--- src/rtl/area_cs_pkg.sv ---
`timescale 1ns/1ps
package area_cs_pkg;
   localparam int CFG_SEL_W = 2;

   typedef enum logic [CFG_SEL_W-1:0] {
      SEL_DIR   = 2'd0,
      SEL_RAMEN = 2'd1,
      SEL_DRAM  = 2'd2,
      SEL_NONE  = 2'd3
   } cfg_sel_e;
endpackage

--- src/rtl/area_cs_regs.sv ---
`timescale 1ns/1ps
module area_cs_regs
   import area_cs_pkg::*;
#(
   parameter int N_AREA   = 8,
   parameter int DATA_W   = 8,
   parameter int DRAM_CNT = 4
) (
   input  logic                 clk,
   input  logic                 rst_n,
   input  logic                 boot_int_rom,
   input  logic                 cfg_we,
   input  logic [CFG_SEL_W-1:0] cfg_addr,
   input  logic [DATA_W-1:0]    cfg_wdata,
   output logic [N_AREA-1:0]    dir_q,
   output logic                 ram_en_q,
   output logic [DRAM_CNT-1:0]  dram_q
);
   localparam logic [N_AREA-1:0] DIR_EXT_BOOT = N_AREA'(1);

   always_ff @(posedge clk) begin
      if (!rst_n) begin
         dir_q    <= boot_int_rom ? '0 : DIR_EXT_BOOT;
         ram_en_q <= 1'b1;
         dram_q   <= '0;
      end else if (cfg_we) begin
         case (cfg_sel_e'(cfg_addr))
            SEL_DIR:   dir_q    <= cfg_wdata[N_AREA-1:0];
            SEL_RAMEN: ram_en_q <= cfg_wdata[0];
            SEL_DRAM:  dram_q   <= cfg_wdata[DRAM_CNT-1:0];
            default:   ;
         endcase
      end
   end
endmodule

--- src/rtl/area_cs_decode.sv ---
`timescale 1ns/1ps
module area_cs_decode #(
   parameter int               ADDR_W      = 24,
   parameter int               AREA_BITS   = 3,
   parameter bit               RAM_PRESENT = 1'b1,
   parameter logic [ADDR_W-1:0] RAM_LO     = 24'hFFB000,
   parameter logic [ADDR_W-1:0] RAM_HI     = 24'hFFEFFF,
   parameter logic [ADDR_W-1:0] REG_LO     = 24'hFFFF00,
   parameter logic [ADDR_W-1:0] REG_HI     = 24'hFFFFFF
) (
   input  logic [ADDR_W-1:0]    addr,
   input  logic                 ram_en,
   output logic [AREA_BITS-1:0] area_idx,
   output logic                 ext_hit
);
   logic in_reg;
   logic ram_internal;

   assign area_idx = addr[ADDR_W-1 -: AREA_BITS];
   assign in_reg   = (addr >= REG_LO) && (addr <= REG_HI);

   generate
      if (RAM_PRESENT) begin : g_ram
         logic in_ram;
         assign in_ram       = (addr >= RAM_LO) && (addr <= RAM_HI);
         assign ram_internal = in_ram && ram_en;
      end else begin : g_no_ram
         logic unused_ram_en;
         assign unused_ram_en = ram_en;
         assign ram_internal  = 1'b0;
      end
   endgenerate

   assign ext_hit = !(in_reg || ram_internal);
endmodule

--- src/rtl/area_cs_strobe.sv ---
`timescale 1ns/1ps
module area_cs_strobe #(
   parameter int N_AREA     = 8,
   parameter int AREA_BITS  = 3,
   parameter int DRAM_FIRST = 2,
   parameter int DRAM_CNT   = 4
) (
   input  logic                 clk,
   input  logic                 rst_n,
   input  logic                 acc_valid,
   input  logic [AREA_BITS-1:0] area_idx,
   input  logic                 ext_hit,
   input  logic [N_AREA-1:0]    dir_q,
   input  logic [DRAM_CNT-1:0]  dram_q,
   output logic [N_AREA-1:0]    cs_n,
   output logic [N_AREA-1:0]    cs_oe,
   output logic [N_AREA-1:0]    ras_mode
);
   logic sel_any;
   assign sel_any = acc_valid && ext_hit;
   assign cs_oe   = dir_q;

   generate
      for (genvar k = 0; k < N_AREA; k++) begin : g_area
         always_ff @(posedge clk) begin
            if (!rst_n) cs_n[k] <= 1'b1;
            else        cs_n[k] <= !(sel_any && (area_idx == AREA_BITS'(k)));
         end

         if ((k >= DRAM_FIRST) && (k < DRAM_FIRST + DRAM_CNT)) begin : g_dram
            assign ras_mode[k] = dram_q[k-DRAM_FIRST];
         end else begin : g_plain
            assign ras_mode[k] = 1'b0;
         end
      end
   endgenerate
endmodule

--- src/rtl/area_cs_gen.sv ---
`timescale 1ns/1ps
module area_cs_gen
   import area_cs_pkg::*;
#(
   parameter int                ADDR_W      = 24,
   parameter int                AREA_BITS   = 3,
   parameter int                DATA_W      = 8,
   parameter int                DRAM_FIRST  = 2,
   parameter int                DRAM_CNT    = 4,
   parameter bit                RAM_PRESENT = 1'b1,
   parameter logic [ADDR_W-1:0] RAM_LO      = 24'hFFB000,
   parameter logic [ADDR_W-1:0] RAM_HI      = 24'hFFEFFF,
   parameter logic [ADDR_W-1:0] REG_LO      = 24'hFFFF00,
   parameter logic [ADDR_W-1:0] REG_HI      = 24'hFFFFFF
) (
   input  logic                 clk,
   input  logic                 rst_n,
   input  logic                 boot_int_rom,
   input  logic                 acc_valid,
   input  logic [ADDR_W-1:0]    acc_addr,
   input  logic                 cfg_we,
   input  logic [CFG_SEL_W-1:0] cfg_addr,
   input  logic [DATA_W-1:0]    cfg_wdata,
   output logic [(1<<AREA_BITS)-1:0] cs_n,
   output logic [(1<<AREA_BITS)-1:0] cs_oe,
   output logic [(1<<AREA_BITS)-1:0] ras_mode
);
   localparam int N_AREA = 1 << AREA_BITS;
   localparam logic [AREA_BITS-1:0] TOP_AREA = {AREA_BITS{1'b1}};

   initial begin
      assert (DATA_W == N_AREA) else $error("DATA_W must equal the area count");
      assert (DRAM_CNT >= 1 && DRAM_CNT <= DATA_W) else $error("DRAM_CNT out of range");
      assert (DRAM_FIRST + DRAM_CNT <= N_AREA) else $error("DRAM areas exceed area count");
      assert (REG_LO <= REG_HI) else $error("register window reversed");
      assert (REG_LO[ADDR_W-1 -: AREA_BITS] == TOP_AREA) else $error("register window outside top area");
      if (RAM_PRESENT) begin
         assert (RAM_LO <= RAM_HI) else $error("RAM window reversed");
         assert (RAM_LO[ADDR_W-1 -: AREA_BITS] == TOP_AREA) else $error("RAM window outside top area");
         assert (RAM_HI < REG_LO || REG_HI < RAM_LO) else $error("windows overlap");
      end
   end

   logic [N_AREA-1:0]    dir_q;
   logic                 ram_en_q;
   logic [DRAM_CNT-1:0]  dram_q;
   logic [AREA_BITS-1:0] area_idx;
   logic                 ext_hit;

   area_cs_regs #(
      .N_AREA(N_AREA), .DATA_W(DATA_W), .DRAM_CNT(DRAM_CNT)
   ) u_regs (
      .clk(clk), .rst_n(rst_n), .boot_int_rom(boot_int_rom),
      .cfg_we(cfg_we), .cfg_addr(cfg_addr), .cfg_wdata(cfg_wdata),
      .dir_q(dir_q), .ram_en_q(ram_en_q), .dram_q(dram_q)
   );

   area_cs_decode #(
      .ADDR_W(ADDR_W), .AREA_BITS(AREA_BITS), .RAM_PRESENT(RAM_PRESENT),
      .RAM_LO(RAM_LO), .RAM_HI(RAM_HI), .REG_LO(REG_LO), .REG_HI(REG_HI)
   ) u_decode (
      .addr(acc_addr), .ram_en(ram_en_q), .area_idx(area_idx), .ext_hit(ext_hit)
   );

   area_cs_strobe #(
      .N_AREA(N_AREA), .AREA_BITS(AREA_BITS),
      .DRAM_FIRST(DRAM_FIRST), .DRAM_CNT(DRAM_CNT)
   ) u_strobe (
      .clk(clk), .rst_n(rst_n), .acc_valid(acc_valid), .area_idx(area_idx),
      .ext_hit(ext_hit), .dir_q(dir_q), .dram_q(dram_q),
      .cs_n(cs_n), .cs_oe(cs_oe), .ras_mode(ras_mode)
   );
endmodule

--- config.mk ---
export PLATFORM = sky130hd
export DESIGN_NAME = area_cs_gen
export DESIGN_NICKNAME = d
export VERILOG_FILES = /design/src/rtl/area_cs_pkg.sv /design/src/rtl/area_cs_regs.sv /design/src/rtl/area_cs_decode.sv /design/src/rtl/area_cs_strobe.sv /design/src/rtl/area_cs_gen.sv
export SDC_FILE = /design/constraint.sdc
export NUM_CORES = 1
export LEC_CHECK = 0
export CAP_MARGIN = 25
export CELL_PAD_IN_SITES_DETAIL_PLACEMENT = 1
export CELL_PAD_IN_SITES_GLOBAL_PLACEMENT = 2
export CORE_ASPECT_RATIO = 0.7
export CORE_MARGIN = 3
export CORE_UTILIZATION = 33
export DETAILED_ROUTE_END_ITERATION = 10
export DONT_BUFFER_PORTS = 1
export GPL_TIMING_DRIVEN = 0
export MAX_ROUTING_LAYER = met4
export PLACE_DENSITY = 0.87
export SETUP_SLACK_MARGIN = 0.02
export SKIP_CTS_REPAIR_TIMING = 1
export SKIP_LAST_GASP = 1
export SLEW_MARGIN = 15
export SYNTH_ARGS = -nofsm -noshare
export SYNTH_HDL_FRONTEND = slang
export SYNTH_HIERARCHICAL = 1
export SYNTH_SLANG_ARGS = --single-unit
export TNS_END_PERCENT = 10
--- constraint.sdc ---
create_clock -name clk -period 2.21 [get_ports clk]
set_input_delay 0.663 -clock clk [delete_from_list [all_inputs] [get_ports clk]]
set_output_delay 0.663 -clock clk [all_outputs]
set_load 0.03 [all_outputs]
# Word level (Yosys, flattened, before mapping)
# Index checks and enable logic that the tools add are counted.
[totals] register_bits=21 input_bits=39 out_inout_bits=24
[op_classes] magnitude_cmp=4 n_eq_ne=11 mux=4 n_reduce_logical=27
[ops] op="$ge 24x24->1 const B" count=2
[ops] op="$le 24x24->1 const B" count=2
[ops] op="$mux 8" count=3
[ops] op="$eq 3x3->1 const B" count=4
[ops] op="$logic_and 1x1->1" count=12
[ops] op="$logic_not 1->1" count=9
[ops] op="$eq 3x2->1 const B" count=2
[ops] op="$reduce_and 2->1" count=3
[ops] op="$ne 2x1->1 const B" count=2
[ops] op="$eq 3x1->1 const B" count=1
[ops] op="$logic_not 3->1" count=1
[ops] op="$eq 2x1->1 const B" count=1
[ops] op="$eq 2x2->1 const B" count=1
[ops] op="$logic_not 2->1" count=1
[ops] op="$logic_or 1x1->1" count=1
[ops] op="$mux 1" count=1

# Logic depth before layout (Yosys ltp)
[depth] depth_word=8 ltp_mapped=5 ltp_nobuf=5

# By module
# The synthesis kept the hierarchy.
[modules_own_cells] mod="area_cs_regs" instances=1 cells_per_inst=43 area_per_inst_um2=521.8 seq_area_each_um2=340.3
[modules_own_cells] mod="area_cs_strobe" instances=1 cells_per_inst=37 area_per_inst_um2=365.4 seq_area_each_um2=160.2
[modules_own_cells] mod="area_cs_decode" instances=1 cells_per_inst=13 area_per_inst_um2=78.8 seq_area_each_um2=0.0

# Worst setup path before layout
# Ideal clock, no wire load.
[synth_timing] path_type="input-to-reg" start="input port cfg_addr[1]" end="register u_regs.dir_q[0], enable pin" arrival_time_ns=1.408 required_ns=1.826 path_slack_ns=0.418 stages=2 cell_sequence="nand2b_1 -> o21ai_0"
[synth_between] elab_chain_len=3
[synth_lines] element="start: declaration" line="area_cs_gen.sv:22" source="input logic [CFG_SEL_W-1:0] cfg_addr,"
[synth_lines] element="$logic_not 2->1" line="area_cs_regs.sv:27" source="case (cfg_sel_e'(cfg_addr))"
[synth_lines] element="$ne 2x1->1 (no source line)"
[synth_lines] element="$reduce_and 2->1 (no source line)"
[synth_lines] element="end signal: assignment" line="area_cs_regs.sv:23" source="dir_q <= boot_int_rom ? '0 : DIR_EXT_BOOT;"
[synth_lines] element="end signal: assignment" line="area_cs_regs.sv:28" source="SEL_DIR: dir_q <= cfg_wdata[N_AREA-1:0];"
[synth_lines] element="end: declaration" line="area_cs_regs.sv:15" source="output logic [N_AREA-1:0] dir_q,"
# No other way between the ends.
# A chain may end at the register's enable or synchronous reset.

# Worst setup path after layout
[layout_timing] start="register u_regs.dir_q[4]" end="output port cs_oe[4]"
[layout_lines] element="end: declaration" line="area_cs_gen.sv:25" source="output logic [(1<<AREA_BITS)-1:0] cs_oe,"
# No word-level cell between the ends.

==> key figures <==
Status
  – Outcome: completed

STA
  – Final setup viols: 0
  – Tcrit/Tclk final: about two thirds
  – Hold_ws: about 460 ps
  – Max Clock Freq: roughly 0.68 GHz
  – Final worst path period need: ~1500 ps
  – Final Slew Violations: 0
  – RSZ-0062 raised after global routing: false
  – Setup TNS Final: 0 ps
  – Final clock skew: around 1.4 ps
  – Hold Vio Cnt, Final: 0

Yosys
  – Asr flop ratio synth: 0%
  – Dominant cells by area after synthesis: dfxtp_1, edfxtp_1, buf_4
  – Largest area contributor in the netlist: dfxtp_1
  – Most frequent cell after synthesis: buf_4
  – Synth top cells by count: buf_4, nand2_1, dfxtp_1
  – Synth top area share: around 27%
  – Yosys cell types: 22
  – EDFF count, synth: 8
  – Synth Instances: between 90 and 100
  – Primary FF master, synth: dfxtp_1
  – Synth Register Bits: 21
  – Post-synthesis sequential area ratio: about half
  – Avg Cell Area, Syn: about 10 um2
  – Synthesized cell area: a little under 1000 um2
  – Yosys warns: 6

Critical path
  – WP depth: 1
  – Origin of the critical flop-to-flop path: u_regs/ram_en_q
  – Worst setup endpoint: cs_oe[4]
  – Slowest cell on the critical path: edfxtp_1
  – WP data arrival: about 800 ps
  – Buf+Inv Stages, Crit Path: 1
  – Crit path max fanout: 1
  – Setup slack, reg-to-reg: 1190 ps
  – Largest stage delay, worst path: approximately 380 ps
  – Crit Path Class: reg -> out
  – CP endpoint kind: output pin
  – Number of cells on the worst reg-to-reg path: 5
  – Worst R2R End: u_strobe/cs_n[3]
  – Required time worst endpoint: between 1500 and 2000 ps
  – CP startpoint: u_regs/dir_q[4]
  – Delay-heaviest family, CP: flip-flops
  – Startpoint Class: flip-flop
  – CP Cell Sequence: buf_4

Drt
  – Detailed Route Iter0 Violations: 15
  – Total number of vias: roughly 600
  – Via density: roughly 4.6
  – Antenna viol nets, final: 0
  – Final WL: ~1.9 mm
  – WL/cell: around 14 um
  – DR pass1 iterations: 3
  – DRC: 0

Die
  – Die W: about 71 um
  – Die span in y: about 51 um
  – Initial Utilization: between 30% and 40%
  – I/O pin cnt: 63
  – Core Region: around 2600 um2
  – Row Count: 15
  – Die area: approximately 3600 um2

Clock network
  – Clk Tree Root Cell: clkbuf_8
  – CTS Buffer Depth: 2
  – CTS tree: built
  – CTS H-tree lvls: 1
  – CTS clk-pin slew, worst paths: about 70 ps
  – Clock sink count: 21
  – Worst skew pair latency: 260 ps
  – Cts bufs inserted: 3

Power
  – Cell area power density: around 750 nW/um2
  – Worst vdd ir: between 0.00015 and 0.0002 V
  – Leak: approximately 0.47 nW
  – Final Power: 0.799 mW

Finish
  – Syn-to-layout area delta: 10.9%
  – Final core occ: about two fifths
  – Inserted Diodes: 0
  – Layout fillers: between 300 and 400
  – Fraction of layout cells with a size suffix above 1: between 20% and 30%
  – Register Area: 500 um2
  – Final nets: around 140
  – Multi-input gate area: about 300 um2

Placed design
  – Post-DP HPWL: roughly 1.5 mm
  – I/O Buffers: 0
  – Routability Congestion: between 0.6 and 0.7

Global route
  – GRT Util Overall: 10.8%
  – Gr ovfl total: 0
  – Largest net degree at the start of global routing: 14
  – Initial antenna violation count: 0
  – First-pass GRT wire length: 2.90 mm
  – Number of global-route vias before repair: between 600 and 700

Run
  – Max cap viols: 0

Min path
  – Min-Delay Path Class: reg -> reg
## area by class of cell
class	count	share of cell area, %
Buffer	21	14.8
Clock buffer	3	3.86
Clock inverter	1	0.467
Inverter	5	1.75
Multi-Input combinational cell	49	27.9
Sequential cell	21	46.7
Tap cell	34	3.97
Timing Repair Buffer	1	0.467
## through the flow
stage,instance area [um2],worst slack (ps),instances
5_1_grt,1070,701,135
3_3_place_gp,1020,175,130
6_report,1070,738,135
3_5_place_dp,1020,488,131
4_1_cts,1070,717,135
2_1_floorplan,977,418,96
## state kept, by name, indices dropped and copies added, names as in the netlist
signal / count
u_regs/dir_q: 8
u_strobe/cs_n: 8
u_regs/dram_q: 4
u_regs/ram_en_q: 1
## worst min path at each step
stage	cells past startpoint	startpoint	slack, ps	end
after floorplan	2	u_regs/dram_q[0]	440	u_regs/dram_q[0]
after global placement	2	u_regs/dram_q[1]	440	u_regs/dram_q[1]
after detailed placement	2	u_regs/dram_q[1]	460	u_regs/dram_q[1]
after CTS	2	u_regs/dram_q[2]	470	u_regs/dram_q[2]
after global routing	1	rst_n	490	u_strobe/cs_n[7]
final	2	u_regs/dram_q[2]	460	u_regs/dram_q[2]
## cell families after synthesis
| kind of cell | count (synthesis) | share of synthesized area, % |
|---|---|---|
| AO/OA/AOI/OAI | 3 | 1.55 |
| buffers and inverters | 26 | 18.4 |
| flip-flops | 21 | 51.8 |
| multiplexers | 6 | 6.22 |
| other | 1 | 0.388 |
| AND/OR/NAND/NOR | 36 | 21.6 |
## per-layer routing
| metal | vias to the layer above | GRT usage, % | share of wire, % |
|---|---|---|---|
| li1 | 304 | - | - |
| met4 | 0 | 3.75 | 0.70 |
| met5 | - | - | 0 |
| met2 | 19 | 17.7 | 51 |
| met1 | 293 | 11.5 | 40 |
| met3 | 2 | 5.50 | 8.4 |
## power by group
part	leakage, nW	total, mW	switching [mW]	internal (mW)
Clock	0.0255	0.247	0.122	0.125
Combinational	0.263	0.118	0.0720	0.0458
Sequential	0.185	0.434	0.0112	0.423
Total	0.474	0.799	0.205	0.594
## layout by cell type, fill, tap and decap left out, types with 2 or more instances in the layout
| cell type | instances |
|---|---|
| buf_2 | 2 |
| nand4_1 | 5 |
| nand2_1 | 14 |
| edfxtp_1 | 8 |
| mux2i_1 | 6 |
| buf_4 | 19 |
| conb_1 | 4 |
| nand4b_1 | 2 |
| and2_1 | 4 |
| clkbuf_8 | 3 |
| a21oi_1 | 2 |
| and3b_1 | 3 |
| dfxtp_1 | 13 |
| inv_1 | 5 |
| nor2b_1 | 2 |
Note: power is estimated with default switching activity, not from simulation.
